==> src/rtl/eew_pkg.sv <==
package eew_pkg;

  localparam logic [3:0] SEL_FAMILY = 4'b1010;

  typedef enum logic [2:0] {
    ST_IDLE,
    ST_DEVSEL,
    ST_ADDR_HI,
    ST_ADDR_LO,
    ST_DATA,
    ST_IGNORE
  } busState_t;

  // control -> datapath strobes (selOtp is a level)
  typedef struct packed {
    logic clearBuf;
    logic loadHi;
    logic loadLo;
    logic pushData;
    logic commit;
    logic selOtp;
  } ctlStrobe_t;

endpackage

==> src/rtl/eew_ctrl.sv <==
module eew_ctrl
  import eew_pkg::*;
#(
  parameter int          SYNC_STAGES = 2,
  parameter logic [2:0]  MAIN_SEL    = 3'b000,
  parameter logic [2:0]  OTP_SEL     = 3'b001
) (
  input  logic       clk,
  input  logic       rst_n,
  input  logic       sclIn,
  input  logic       sdaIn,
  input  logic       wcPin,
  input  logic       wcPol,
  input  logic       busy,
  output ctlStrobe_t strb,
  output logic [7:0] rxByte,
  output logic       sdaPullDown
);

  logic [SYNC_STAGES-1:0] sclPipe, sdaPipe;
  logic sclPrev, sdaPrev;
  logic sclNow, sdaNow;

  always_ff @(posedge clk or negedge rst_n) begin
    if (!rst_n) begin
      sclPipe <= '1;
      sdaPipe <= '1;
      sclPrev <= 1'b1;
      sdaPrev <= 1'b1;
    end else begin
      sclPipe <= {sclPipe[SYNC_STAGES-2:0], sclIn};
      sdaPipe <= {sdaPipe[SYNC_STAGES-2:0], sdaIn};
      sclPrev <= sclNow;
      sdaPrev <= sdaNow;
    end
  end

  assign sclNow = sclPipe[SYNC_STAGES-1];
  assign sdaNow = sdaPipe[SYNC_STAGES-1];

  logic sclRise, sclFall, startSeen, stopSeen;
  assign sclRise   = sclNow & ~sclPrev;
  assign sclFall   = ~sclNow & sclPrev;
  assign startSeen = sclNow & sclPrev & sdaPrev & ~sdaNow;
  assign stopSeen  = sclNow & sclPrev & ~sdaPrev & sdaNow;

  busState_t  state;
  logic [3:0] bitCnt;
  logic [7:0] shiftReg;
  logic       ackSlot, selOtpQ, addrBad;

  logic byteDone, ackEnd, selOk, wrOk, giveAck;
  assign byteDone = sclFall && !ackSlot && (bitCnt == 4'd8) && (state != ST_IDLE);
  assign ackEnd   = sclFall && ackSlot;
  assign selOk    = (shiftReg[7:4] == SEL_FAMILY) && !shiftReg[0] &&
                    ((shiftReg[3:1] == MAIN_SEL) || (shiftReg[3:1] == OTP_SEL));
  assign wrOk     = (wcPin == wcPol) && !addrBad;

  always_comb begin
    unique case (state)
      ST_DEVSEL:  giveAck = selOk;
      ST_ADDR_HI: giveAck = 1'b1;
      ST_ADDR_LO: giveAck = 1'b1;
      ST_DATA:    giveAck = wrOk;
      default:    giveAck = 1'b0;
    endcase
  end

  always_comb begin
    strb.clearBuf = startSeen && !busy;
    strb.loadHi   = byteDone && (state == ST_ADDR_HI);
    strb.loadLo   = byteDone && (state == ST_ADDR_LO);
    strb.pushData = byteDone && (state == ST_DATA) && wrOk;
    strb.commit   = stopSeen && !busy && (state == ST_DATA);
    strb.selOtp   = selOtpQ;
  end

  assign rxByte = shiftReg;

  always_ff @(posedge clk or negedge rst_n) begin
    if (!rst_n) begin
      state       <= ST_IDLE;
      bitCnt      <= '0;
      shiftReg    <= '0;
      ackSlot     <= 1'b0;
      sdaPullDown <= 1'b0;
      selOtpQ     <= 1'b0;
      addrBad     <= 1'b0;
    end else if (busy) begin
      state       <= ST_IDLE;
      bitCnt      <= '0;
      ackSlot     <= 1'b0;
      sdaPullDown <= 1'b0;
    end else if (startSeen) begin
      state       <= ST_DEVSEL;
      bitCnt      <= '0;
      ackSlot     <= 1'b0;
      sdaPullDown <= 1'b0;
    end else if (stopSeen) begin
      state       <= ST_IDLE;
      ackSlot     <= 1'b0;
      sdaPullDown <= 1'b0;
    end else if (state != ST_IDLE) begin
      if (sclRise && !ackSlot && (bitCnt < 4'd8)) begin
        shiftReg <= {shiftReg[6:0], sdaNow};
        bitCnt   <= bitCnt + 4'd1;
      end
      if (byteDone) begin
        ackSlot     <= 1'b1;
        sdaPullDown <= giveAck;
        if (state == ST_DEVSEL) selOtpQ <= (shiftReg[3:1] == OTP_SEL);
        if (state == ST_ADDR_LO) addrBad <= selOtpQ && (shiftReg != 8'h00);
      end
      if (ackEnd) begin
        ackSlot     <= 1'b0;
        sdaPullDown <= 1'b0;
        bitCnt      <= '0;
        unique case (state)
          ST_DEVSEL:  state <= selOk ? ST_ADDR_HI : ST_IGNORE;
          ST_ADDR_HI: state <= ST_ADDR_LO;
          ST_ADDR_LO: state <= ST_DATA;
          default:    state <= state;
        endcase
      end
    end
  end

endmodule

==> src/rtl/eew_data.sv <==
module eew_data
  import eew_pkg::*;
#(
  parameter int MEM_BYTES  = 256,
  parameter int PAGE_BYTES = 16,
  parameter int TWR_CYCLES = 600,
  localparam int AW = $clog2(MEM_BYTES),
  localparam int PW = $clog2(PAGE_BYTES),
  localparam int TW = $clog2(TWR_CYCLES + 1)
) (
  input  logic          clk,
  input  logic          rst_n,
  input  ctlStrobe_t    strb,
  input  logic [7:0]    rxByte,
  output logic          busy,
  output logic          memWe,
  output logic          memOtp,
  output logic [AW-1:0] memAddr,
  output logic [7:0]    memData
);

  logic [7:0]            addrHiByte, addrLoByte;
  logic [15:0]           addrFull;
  logic                  tgtOtp;
  logic [7:0]            pageBuf [PAGE_BYTES];
  logic [PAGE_BYTES-1:0] validMask;
  logic [PW-1:0]         fillPtr, flushIdx, slotIdx;
  logic                  flushing;
  logic [TW-1:0]         busyCnt;
  logic [AW-1:0]         flushAddr;

  assign addrFull = {addrHiByte, addrLoByte};
  assign slotIdx  = addrFull[PW-1:0] + fillPtr;
  assign busy     = (busyCnt != '0);

  generate
    if (AW < 16) begin : g_addr_spare
      logic unusedAddrBits;
      assign unusedAddrBits = ^addrFull[15:AW];
    end
  endgenerate

  assign flushAddr = tgtOtp ? {{(AW-PW){1'b0}}, flushIdx}
                            : {addrFull[AW-1:PW], flushIdx};

  always_ff @(posedge clk or negedge rst_n) begin
    if (!rst_n) begin
      addrHiByte <= '0;
      addrLoByte <= '0;
      tgtOtp     <= 1'b0;
      validMask  <= '0;
      fillPtr    <= '0;
      flushIdx   <= '0;
      flushing   <= 1'b0;
      busyCnt    <= '0;
    end else begin
      if (strb.clearBuf) begin
        validMask <= '0;
        fillPtr   <= '0;
      end
      if (strb.loadHi) begin
        addrHiByte <= rxByte;
        tgtOtp     <= strb.selOtp;
      end
      if (strb.loadLo) begin
        addrLoByte <= rxByte;
        fillPtr    <= '0;
        validMask  <= '0;
      end
      if (strb.pushData) begin
        validMask[slotIdx] <= 1'b1;
        fillPtr            <= fillPtr + 1'b1;
      end
      if (strb.commit && (|validMask)) begin
        busyCnt  <= TW'(TWR_CYCLES);
        flushing <= 1'b1;
        flushIdx <= '0;
      end else begin
        if (busy) busyCnt <= busyCnt - 1'b1;
        if (flushing) begin
          flushIdx <= flushIdx + 1'b1;
          if (flushIdx == PW'(PAGE_BYTES - 1)) begin
            flushing  <= 1'b0;
            validMask <= '0;
          end
        end
      end
    end
  end

  always_ff @(posedge clk) begin
    if (strb.pushData) pageBuf[slotIdx] <= rxByte;
  end

  always_ff @(posedge clk or negedge rst_n) begin
    if (!rst_n) begin
      memWe   <= 1'b0;
      memOtp  <= 1'b0;
      memAddr <= '0;
      memData <= '0;
    end else begin
      memWe   <= flushing && validMask[flushIdx];
      memOtp  <= tgtOtp;
      memAddr <= flushAddr;
      memData <= pageBuf[flushIdx];
    end
  end

endmodule

==> src/rtl/eeprom_wr_slave.sv <==
module eeprom_wr_slave
  import eew_pkg::*;
#(
  parameter int         MEM_BYTES   = 256,
  parameter int         PAGE_BYTES  = 16,
  parameter int         TWR_CYCLES  = 600,
  parameter int         SYNC_STAGES = 2,
  parameter logic [2:0] MAIN_SEL    = 3'b000,
  parameter logic [2:0] OTP_SEL     = 3'b001,
  localparam int AW = $clog2(MEM_BYTES)
) (
  input  logic          clk,
  input  logic          rst_n,
  input  logic          sclIn,
  input  logic          sdaIn,
  input  logic          wcPin,
  input  logic          wcPol,
  output logic          sdaPullDown,
  output logic          memWe,
  output logic          memOtp,
  output logic [AW-1:0] memAddr,
  output logic [7:0]    memData
);

  ctlStrobe_t strb;
  logic [7:0] rxByte;
  logic       busy;

  eew_ctrl #(
    .SYNC_STAGES(SYNC_STAGES),
    .MAIN_SEL   (MAIN_SEL),
    .OTP_SEL    (OTP_SEL)
  ) u_ctrl (
    .clk        (clk),
    .rst_n      (rst_n),
    .sclIn      (sclIn),
    .sdaIn      (sdaIn),
    .wcPin      (wcPin),
    .wcPol      (wcPol),
    .busy       (busy),
    .strb       (strb),
    .rxByte     (rxByte),
    .sdaPullDown(sdaPullDown)
  );

  eew_data #(
    .MEM_BYTES (MEM_BYTES),
    .PAGE_BYTES(PAGE_BYTES),
    .TWR_CYCLES(TWR_CYCLES)
  ) u_data (
    .clk    (clk),
    .rst_n  (rst_n),
    .strb   (strb),
    .rxByte (rxByte),
    .busy   (busy),
    .memWe  (memWe),
    .memOtp (memOtp),
    .memAddr(memAddr),
    .memData(memData)
  );

endmodule

==> config.mk <==
export PLATFORM = sky130hd
export DESIGN_NAME = eeprom_wr_slave
export DESIGN_NICKNAME = d
export VERILOG_FILES = /design/src/rtl/eew_pkg.sv /design/src/rtl/eew_ctrl.sv /design/src/rtl/eew_data.sv /design/src/rtl/eeprom_wr_slave.sv
export SDC_FILE = /design/constraint.sdc
export NUM_CORES = 1
export LEC_CHECK = 0
export ABC_AREA = 0
export BUFFER_PORTS_ARGS = -buffer_cell sky130_fd_sc_hd__buf_4
export CORE_ASPECT_RATIO = 1.5
export CORE_MARGIN = 5
export CORE_UTILIZATION = 50
export CTS_BUF_LIST = sky130_fd_sc_hd__clkbuf_2 sky130_fd_sc_hd__clkbuf_4 sky130_fd_sc_hd__clkbuf_8
export CTS_CLUSTER_SIZE = 12
export DETAILED_ROUTE_END_ITERATION = 6
export GPL_TIMING_DRIVEN = 0
export PLACE_DENSITY = 0.67
export SLEW_MARGIN = 40
export SYNTH_ARGS = -nofsm -noshare
export SYNTH_HDL_FRONTEND = slang
export SYNTH_SLANG_ARGS = --single-unit
==> constraint.sdc <==
create_clock -name clk -period 3.71 [get_ports clk]
set_input_delay 0.742 -clock clk [delete_from_list [all_inputs] [get_ports clk]]
set_output_delay 0.742 -clock clk [all_outputs]
set_load 0.005 [all_outputs]
==> summary.md, run 1 <==
| Metric | Value |
|---|---|
| Worst skew pair latency | `0.56 ns` |
| Max-Cap Viols | `0` |
| Drt wl/cell | `19.98 µm` |
| Synth Area in Compound Gates | `4.549%` |
| Mapped cell area | `0.008912 mm²` |
| Final core utilization | `57.34%` |
| CP max FO | `10` |
| F_max | `0.3608 GHz` |
| Vias | `4710` |
| Clk network pwr share | `34.9%` |
| PostCTS Resize Cnt | `0` |
| Main synth FF type | `edfxtp_1` |
| Main combinational cell family by area after synthesis | `multiplexers` |
| WP data required | `3.89 ns` |
| Initial antenna violation count | `0` |
| Synth area leaders | `edfxtp_1 43%, dfrtp_1 23%, mux4_2 11%, mux2_1 2.1%, nand2_1 1.9%` |
| Met3 GRT Util | `2.547%` |
| Die width | `119.0 µm` |
| IO buf count | `24` |
| Largest net degree at the start of global routing | `88` |
| Adder-cell share of the synthesized area | `1.488%` |
| Leak | `3.889 nW` |
| Reg power frac | `58.5%` |
| Mux contribution to synthesized area | `14.46%` |
| Initial Util | `51.16%` |
| Area growth from synthesis to layout | `12.09%` |
| Post-synth EDFFs | `128` |
| Place WS | `0.9166 ns` |
| Worst-path clk slew | `0.06 ns` |
| Setup CP Type | `register to register` |
| Top-area cell type share of the netlist area | `43.13%` |
| Layout cell share with drive strength beyond 1 | `27.38%` |
| Syn nets | `555` |
| Io pins | `25` |
| CP Launch Type | `register` |
| Min cycle time layout | `2.771 ns` |
| XOR/XNOR Fraction of Synth Area | `1.179%` |
| Flops & latches, synth | `215` |
| Max-slew violations | `0` |
| DRT iter0 DRCs | `292` |
| Gr usage total | `16.64%` |
| Row cnt | `59` |
| Congestion Overflow GR | `0` |
| Slew HR | `50.56%` |
| CTS max path bufs | `3` |
| Internal power | `0.003902 W` |
| CTS sink count | `215` |
| Setup-failing EPs final | `0` |
| N_diodes | `0` |
| Final Worst Setup Slack | `0.9386 ns` |
| Status | `finished, final reports clean` |
| Die Y | `173.5 µm` |
| Setup Fix Bufs, Post-CTS | `0` |
| Avg Inst Size Synth | `16.53 µm²` |
| Global-route met1 utilization | `19.46%` |
| Sequential fraction of the synthesis area | `67.64%` |
| First-pass GRT wire length | `27280 µm` |
| DP Wirelength | `11730 µm` |
| CTS Buf Count | `31` |
| Hold Fails Final Rpt | `0` |
| Core area | `0.01742 mm²` |
| Comb power frac | `6.6%` |
| Vias in the first global route | `5078` |
| Wirelength, routed | `16660 µm` |
| ANT nets after route | `0` |
| Number of H-tree levels | `1` |
| Sw power | `0.001284 W` |
| Synth Area in Simple Gates | `8.592%` |
| Vias/cell | `5.647` |
| DR DRC count | `0` |
| Setup TNS Final | `0 ns` |
| FFs w/ async S/R, synth | `40.47%` |
| Root Buffer | `clkbuf_8` |
| Maximum VDD drop | `463.0 µV` |
| Busiest grt layer | `met2` |
| CTS tree | `built` |
| Commonest cells after routing, fill and taps aside | `128 x edfxtp_1, 81 x dfrtp_1, 45 x mux4_2, 45 x nand2_1, 36 x clkbuf_8` |
| Ys Warns | `0` |
| Total power draw | `0.005186 W` |
| First-pass DRT Iterations | `5` |
| Mapped Cells | `539` |
| PwrDens | `519.1 mW/mm²` |
| Most common library cell in the layout ignoring fill and taps | `edfxtp_1` |
| Nets | `612` |
| Critical path endpoint category | `register` |
| Sw Share | `24.77%` |
| Met2 Use GR | `30.86%` |
| Min-Delay Path Class | `primary input to asynchronous set/reset pin` |
| Placed Cells incl. Taps | `776` |
| Critical path arrival | `2.96 ns` |
| Count of cell types in the netlist | `66` |
| Final worst path period share | `74.70%` |
| Least-Margin Pin Slew | `0.7377 ns` |
| Yosys top cell by area | `edfxtp_1` |
| Placer Congestion | `0.8360` |
| Hold-fix buffers at CTS | `0` |
| RSZ-0062 raised after global routing | `no` |
| Clk_skew | `0.01674 ns` |
| Layout Cells excl Fill | `834` |
| Die footprint | `0.02065 mm²` |
[flip-flops by register name, summed over array words and instances (netlist names), 2 cells and up]
signal	count
u_data.memAddr	8
u_ctrl.sdaPipe	2
u_data.validMask	16
u_data.flushIdx	4
u_ctrl.sclPipe	2
u_ctrl.rxByte	8
u_ctrl.bitCnt	4
u_data.fillPtr	4
u_data.busyCnt	10
u_data.memData	8
u_ctrl.state	3
u_data.pageBuf	128
u_data.addrLoByte	8
[power groups by stage]
| stage | logic (W) | clock network [W] | registers, W |
|---|---|---|---|
| final | 0.000344 | 0.00181 | 0.00303 |
| after global routing | 0.000392 | 0.00198 | 0.00307 |
| after CTS | 0.000350 | 0.00186 | 0.00303 |
| after detailed placement | 0.000348 | 0 | 0.00308 |
| after global placement | 0.000328 | 0 | 0.00306 |
| after floorplan | 0.000273 | 0 | 0.00299 |
[final timing paths]
check / startpoint / endpoint / slack [ns] / cells past startpoint
setup / recovery: u_ctrl.bitCnt[0]$_DFFE_PN0P_ / u_data.pageBuf[12][5]$_DFFE_PP_ / 0.94 / 8
hold / removal: rst_n / u_data.memData[5]$_DFF_PN0_ / 0.24 / 1
setup reg to reg: u_ctrl.bitCnt[0]$_DFFE_PN0P_ / u_data.pageBuf[12][5]$_DFFE_PP_ / 0.94 / 8
hold reg to reg: u_ctrl.sclPipe[0]$_DFF_PN1_ / u_ctrl.sclPipe[1]$_DFF_PN1_ / 0.35 / 0
max in group asynchronous: rst_n / u_ctrl.bitCnt[3]$_DFFE_PN0P_ / 2.97 / 1
min in group clk: sdaIn / u_ctrl.sdaPipe[0]$_DFF_PN1_ / 0.30 / 1
[kinds of logic (layout without fill, tap and decap cells)]
family                     after synthesis  after routing
AOI/OAI and AO/OA                       54             54
xor gates and xnor gates                12             12
adders and majority gates               10             10
buffers and inverters                   43            125
DFF                                    215            215
muxes                                   70             70
and+or+nand+nor                        135            135
[synthesized netlist by cell type, types with 3 or more instances]
| master | instances |
|---|---|
| dfstp_2 | 6 |
| mux2i_1 | 5 |
| nand3_1 | 7 |
| edfxtp_1 | 128 |
| nor2_1 | 18 |
| nand2_1 | 45 |
| clkbuf_1 | 8 |
| dfrtp_1 | 81 |
| o21a_1 | 3 |
| ha_1 | 9 |
| nor3_1 | 14 |
| mux2_2 | 3 |
| mux4_2 | 45 |
| buf_2 | 8 |
| a21oi_2 | 9 |
| nor4_1 | 4 |
| xor2_1 | 6 |
| mux2_1 | 17 |
| inv_1 | 24 |
| nand4b_1 | 5 |
| nor2b_1 | 8 |
| or3_1 | 3 |
| nand4_1 | 3 |
| nand3b_1 | 3 |
| a21oi_1 | 14 |
| o21ai_1 | 4 |
| xnor2_1 | 6 |
| and2_1 | 3 |
[stage by stage]
| step | cell area (µm²) | hold WS [ns] |
|---|---|---|
| after floorplan | 8912 | 0.3452 |
| after global placement | 9359 | 0.3474 |
| final | 9990 | 0.2427 |
| after CTS | 9986 | 0.2576 |
| after global routing | 9990 | 0.2570 |
| after detailed placement | 9369 | 0.3475 |
[routing by layer]
metal	vias up	wire length, µm
met5	-	0
met2	124	9329
met4	0	459
met1	2367	6237
li1	2179	-
met3	40	637
[worst max-delay path: stages (launching register included)]
cell and delay, ns:
dfrtp_1 0.40, inv_1 0.10, ha_1 0.16, nand4b_1 0.12, or3_1 0.41, buf_2 0.23
nor2_2 0.27, nand2_1 0.12, nor3_2 0.58
[final cells by class]
class	count	area (µm²)
buffer	19	98.84
clock buffer	43	541.8
clock inverter	15	75.07
fill	1373	7432
inverter	24	90.09
multi-input combinational	281	2703
sequential	215	6028
tap	213	266.5
timing repair buffer	24	186.4
(Power assumes the default switching activity.)
==> run 2, diff against run 1 <==
ABC_AREA = 1   (was 0)
PLACE_DENSITY = 0.7   (was 0.67)
clock period = 2.5 ns   (was 3.71 ns; I/O delays follow)
==> summary.md, run 2 <==
| Metric | Value |
|---|---|
| Status | `finished, final reports clean` |
| Critical path arrival | `2.67 ns (-0.29 ns)` |
| Max stage delay cell, worst path | `fa_1` |
| Core area | `0.01839 mm² (+5.6%)` |
| Number of H-tree levels | `1 (unchanged)` |
| Most common library cell in the layout ignoring fill and taps | `nor2_1` |
| Gr usage total | `21.12% (+4.5 points)` |
| Mapped cell area | `0.009291 mm² (+4.3%)` |
| Placer Congestion | `0.8480 (+1.4%)` |
| Die footprint | `0.02147 mm² (+3.9%)` |
| DP Area | `0.009808 mm² (+4.7%)` |
| Worst skew pair latency | `0.56 ns (about the same)` |
| Most common cell on crit path | `inv_1` |
| Crit path launch | `u_data.fillPtr[0]$_DFFE_PN0P_` |
| CTS sink count | `215 (unchanged)` |
| Design area | `0.01067 mm² (+6.8%)` |
| Largest net degree at the start of global routing | `88 (unchanged)` |
| Max-Cap Viols | `0 (unchanged)` |
| Post-synth top cells | `138 x nor2_1, 128 x edfxtp_1, 114 x nand2_1, 97 x o21ai_0, 81 x dfrtp_1` |
| Setup TNS Final | `0 ns (unchanged)` |
| Clk network pwr share | `35.8% (+0.9 points)` |
| Flops & latches, synth | `215 (unchanged)` |
| Syn nets | `879 (+58%)` |
| CP Launch Type | `register` |
| Final worst path period share | `96.08% (+21 points)` |
| Initial Util | `50.51% (-0.64 points)` |
| Sequential fraction of the synthesis area | `64.88% (-2.8 points)` |
| Vias in the first global route | `6731 (+33%)` |
| Nets | `944 (+54%)` |
| Die Y | `177.0 µm (+2.0%)` |
| Top-area cell type share of the netlist area | `41.37% (-1.8 points)` |
| Count of cell types in the netlist | `40 (-39%)` |
| Slew HR | `43.81% (-6.7 points)` |
| Ys Warns | `0 (unchanged)` |
| CP max FO | `9 (-1)` |
| Sw Share | `25.75% (+0.99 points)` |
| Min-Delay Path Class | `primary input to register` |
| Place WS | `-0.2955 ns (-1.212 ns)` |
| CTS max path bufs | `3 (unchanged)` |
| Min cycle time layout | `2.402 ns (-0.3694 ns)` |
| PwrDens | `724.2 mW/mm² (+39%)` |
| Vias/cell | `5.397 (-4.4%)` |
| Comb power frac | `7.8% (+1.2 points)` |
| Wirelength, routed | `21940 µm (+32%)` |
| Io pins | `25 (unchanged)` |
| CTS Buf Count | `31 (unchanged)` |
| Max-slew violations | `0 (unchanged)` |
| Setup-failing EPs final | `0 (unchanged)` |
| Die width | `121.3 µm (+1.9%)` |
| Worst-path clk slew | `0.06 ns (about the same)` |
| Leak | `4.243 nW (+9.1%)` |
| Maximum VDD drop | `442.8 µV (-4.3%)` |
| F_max | `0.4163 GHz (+15%)` |
| Post-synth EDFFs | `128 (unchanged)` |
| Mapped Cells | `863 (+60%)` |
| CP peak stage delay | `0.47 ns (-0.11 ns)` |
| Final core utilization | `58.00% (+0.66 points)` |
| Initial antenna violation count | `0 (unchanged)` |
| Max FFs per register | `128 (unchanged)` |
| Main synth FF type | `edfxtp_1` |
| Congestion Overflow GR | `0 (unchanged)` |
| First-pass GRT wire length | `35080 µm (+29%)` |
| Most flop-heavy register | `u_data.pageBuf` |
| R2R setup slack | `0.1 ns (-0.84 ns)` |
| Critical path endpoint category | `register` |
| Setup CP Type | `register to register` |
| WP data required | `2.77 ns (-1.12 ns)` |
| Area growth from synthesis to layout | `14.81%` |
| IO buf count | `24 (unchanged)` |
| Commonest cells after routing, fill and taps aside | `129 x nor2_1, 128 x edfxtp_1, 114 x nand2_1, 97 x o21ai_0, 81 x dfrtp_1` |
| Hold_sp | `sclIn` |
| Layout cell share with drive strength beyond 1 | `17.94% (-9.4 points)` |
| Sw power | `0.001990 W (+55%)` |
| Clk_skew | `0.02053 ns (+0.003793 ns)` |
| Total power draw | `0.007725 W (+49%)` |
| DRT iter0 DRCs | `529 (+81%)` |
| Biggest registers after layout | `u_data.pageBuf: 128 flops, u_data.validMask: 16 flops, u_data.busyCnt: 10 flops` |
| Drt wl/cell | `18.20 µm (-8.9%)` |
| Final Worst Setup Slack | `0.09804 ns (-0.8406 ns)` |
| Root Buffer | `clkbuf_8` |
| Vias | `6503 (+38%)` |
| N_diodes | `0 (unchanged)` |
| ANT nets after route | `0 (unchanged)` |
| Launching point of the worst reg2reg path | `u_data.fillPtr[0]$_DFFE_PN0P_` |
| Row cnt | `61 (+3.4%)` |
| Top-count cell post-synth | `nor2_1` |
| RSZ-0062 raised after global routing | `yes` |
| FFs w/ async S/R, synth | `40.47% (unchanged)` |
| DR DRC count | `0 (unchanged)` |
| Synth area leaders | `edfxtp_1 41%, dfrtp_1 22%, nor2_1 5.6%, o21ai_0 5.2%, nand2_1 4.6%` |
| Hold Fails Final Rpt | `0 (unchanged)` |
| Reg power frac | `56.4% (-2.1 points)` |
| CTS tree | `built` |
| DP Wirelength | `14740 µm (+26%)` |
| Avg Inst Size Synth | `10.77 µm² (-35%)` |
| Internal power | `0.005736 W (+47%)` |
| Least-Margin Pin Slew | `0.8429 ns (+0.1052 ns)` |
| CP cell instances | `ha_1 > fa_1 > xor2_2 > inv_1 > nor2_1 > inv_1 > nor2_4 > buf_12` |
| First-pass DRT Iterations | `5 (unchanged)` |
| Yosys top cell by area | `edfxtp_1` |
==> run 2: cell count changes after synthesis, sizes merged, moves of 10 or more <==
cell	before	now
mux4	45	0
inv	24	85
nor2	20	162
clkbuf	8	18
nand3	8	38
o21ai	6	105
mux2	20	0
o221ai	0	10
nand2	45	122
o22ai	0	16
==> run 2: per-layer routing <==
metal  routed length, µm  global-route usage [%]  up-vias
met2               11930                   39.38      222
li1                    -                       -     3071
met4                 869                   8.972        0
met1                7891                   24.11     3159
met3                1242                   2.526       51
met5                   0                       0        -
==> run 2: kinds of logic (layout without fill, tap and decap cells) <==
| kind of cell | after synthesis | in the layout | synth area share, % |
|---|---|---|---|
| AND/OR/NAND/NOR | 344 | 344 | 17.37 |
| flip-flops | 215 | 215 | 64.88 |
| AO/OA/AOI/OAI | 164 | 164 | 10.06 |
| buffers and inverters | 118 | 208 | 5.130 |
| XOR/XNOR | 12 | 12 | 1.131 |
| adder cells (fa/ha/maj) | 10 | 10 | 1.427 |
==> run 2: worst paths after layout <==
| kind | to | cells past startpoint |
|---|---|---|
| max | u_data.pageBuf[6][1]$_DFFE_PP_ | 8 |
| min | u_ctrl.sclPipe[0]$_DFF_PN1_ | 1 |
| max reg2reg | u_data.pageBuf[6][1]$_DFFE_PP_ | 8 |
| min reg2reg | u_ctrl.sdaPipe[1]$_DFF_PN1_ | 0 |
| max in group asynchronous | u_ctrl.sdaPipe[0]$_DFF_PN1_ | 3 |
| min in group asynchronous | u_data.memData[1]$_DFF_PN0_ | 2 |
==> run 2: layout make-up <==
type                       instances  area [µm²]
inverter                          88       354.1
clock buffer                      41       520.5
clock inverter                    17       103.9
sequential                       215        6028
buffer                            30       145.1
timing repair buffer              32       344.1
fill                            1563        7726
multi-input combinational        530        2856
tap                              252       315.3
==> run 2: what timing repair did <==
item / in CTS / in global routing
pin swaps: 1 / 6
resized for setup: 10 / 8
gates cloned: 0 / 0
setup endpoints to repair: 72 / 108
setup buffers: 0 / 6
endpoints found under the hold margin: 0 / 18
hold buffers: 0 / 1
==> run 2: stage by stage <==
| stage | hold WS (ns) | std cells |
|---|---|---|
| final | 0.04651 | 1205 |
| after global routing | 0.02889 | 1205 |
| after CTS | 0.01878 | 1197 |
| after detailed placement | 0.3488 | 1139 |
| after global placement | 0.3466 | 1139 |
| after floorplan | 0.2044 | 863 |
==> run 2: power groups by stage <==
stage	combinational, W	sequential, W	clock, W
final	0.000603	0.00436	0.00277
after global routing	0.000718	0.00439	0.00295
after CTS	0.000602	0.00435	0.00281
after detailed placement	0.000599	0.00443	0
after global placement	0.000580	0.00441	0
after floorplan	0.000466	0.00430	0
==> run 2: critical path, delay by kind of cell, from the launching register on <==
family,cells,cell delay [ns]
DFF,1,0.43
and+or+nand+nor,2,0.36
xor gates and xnor gates,1,0.20
adders and majority gates,2,0.73
buffers and inverters,3,0.39
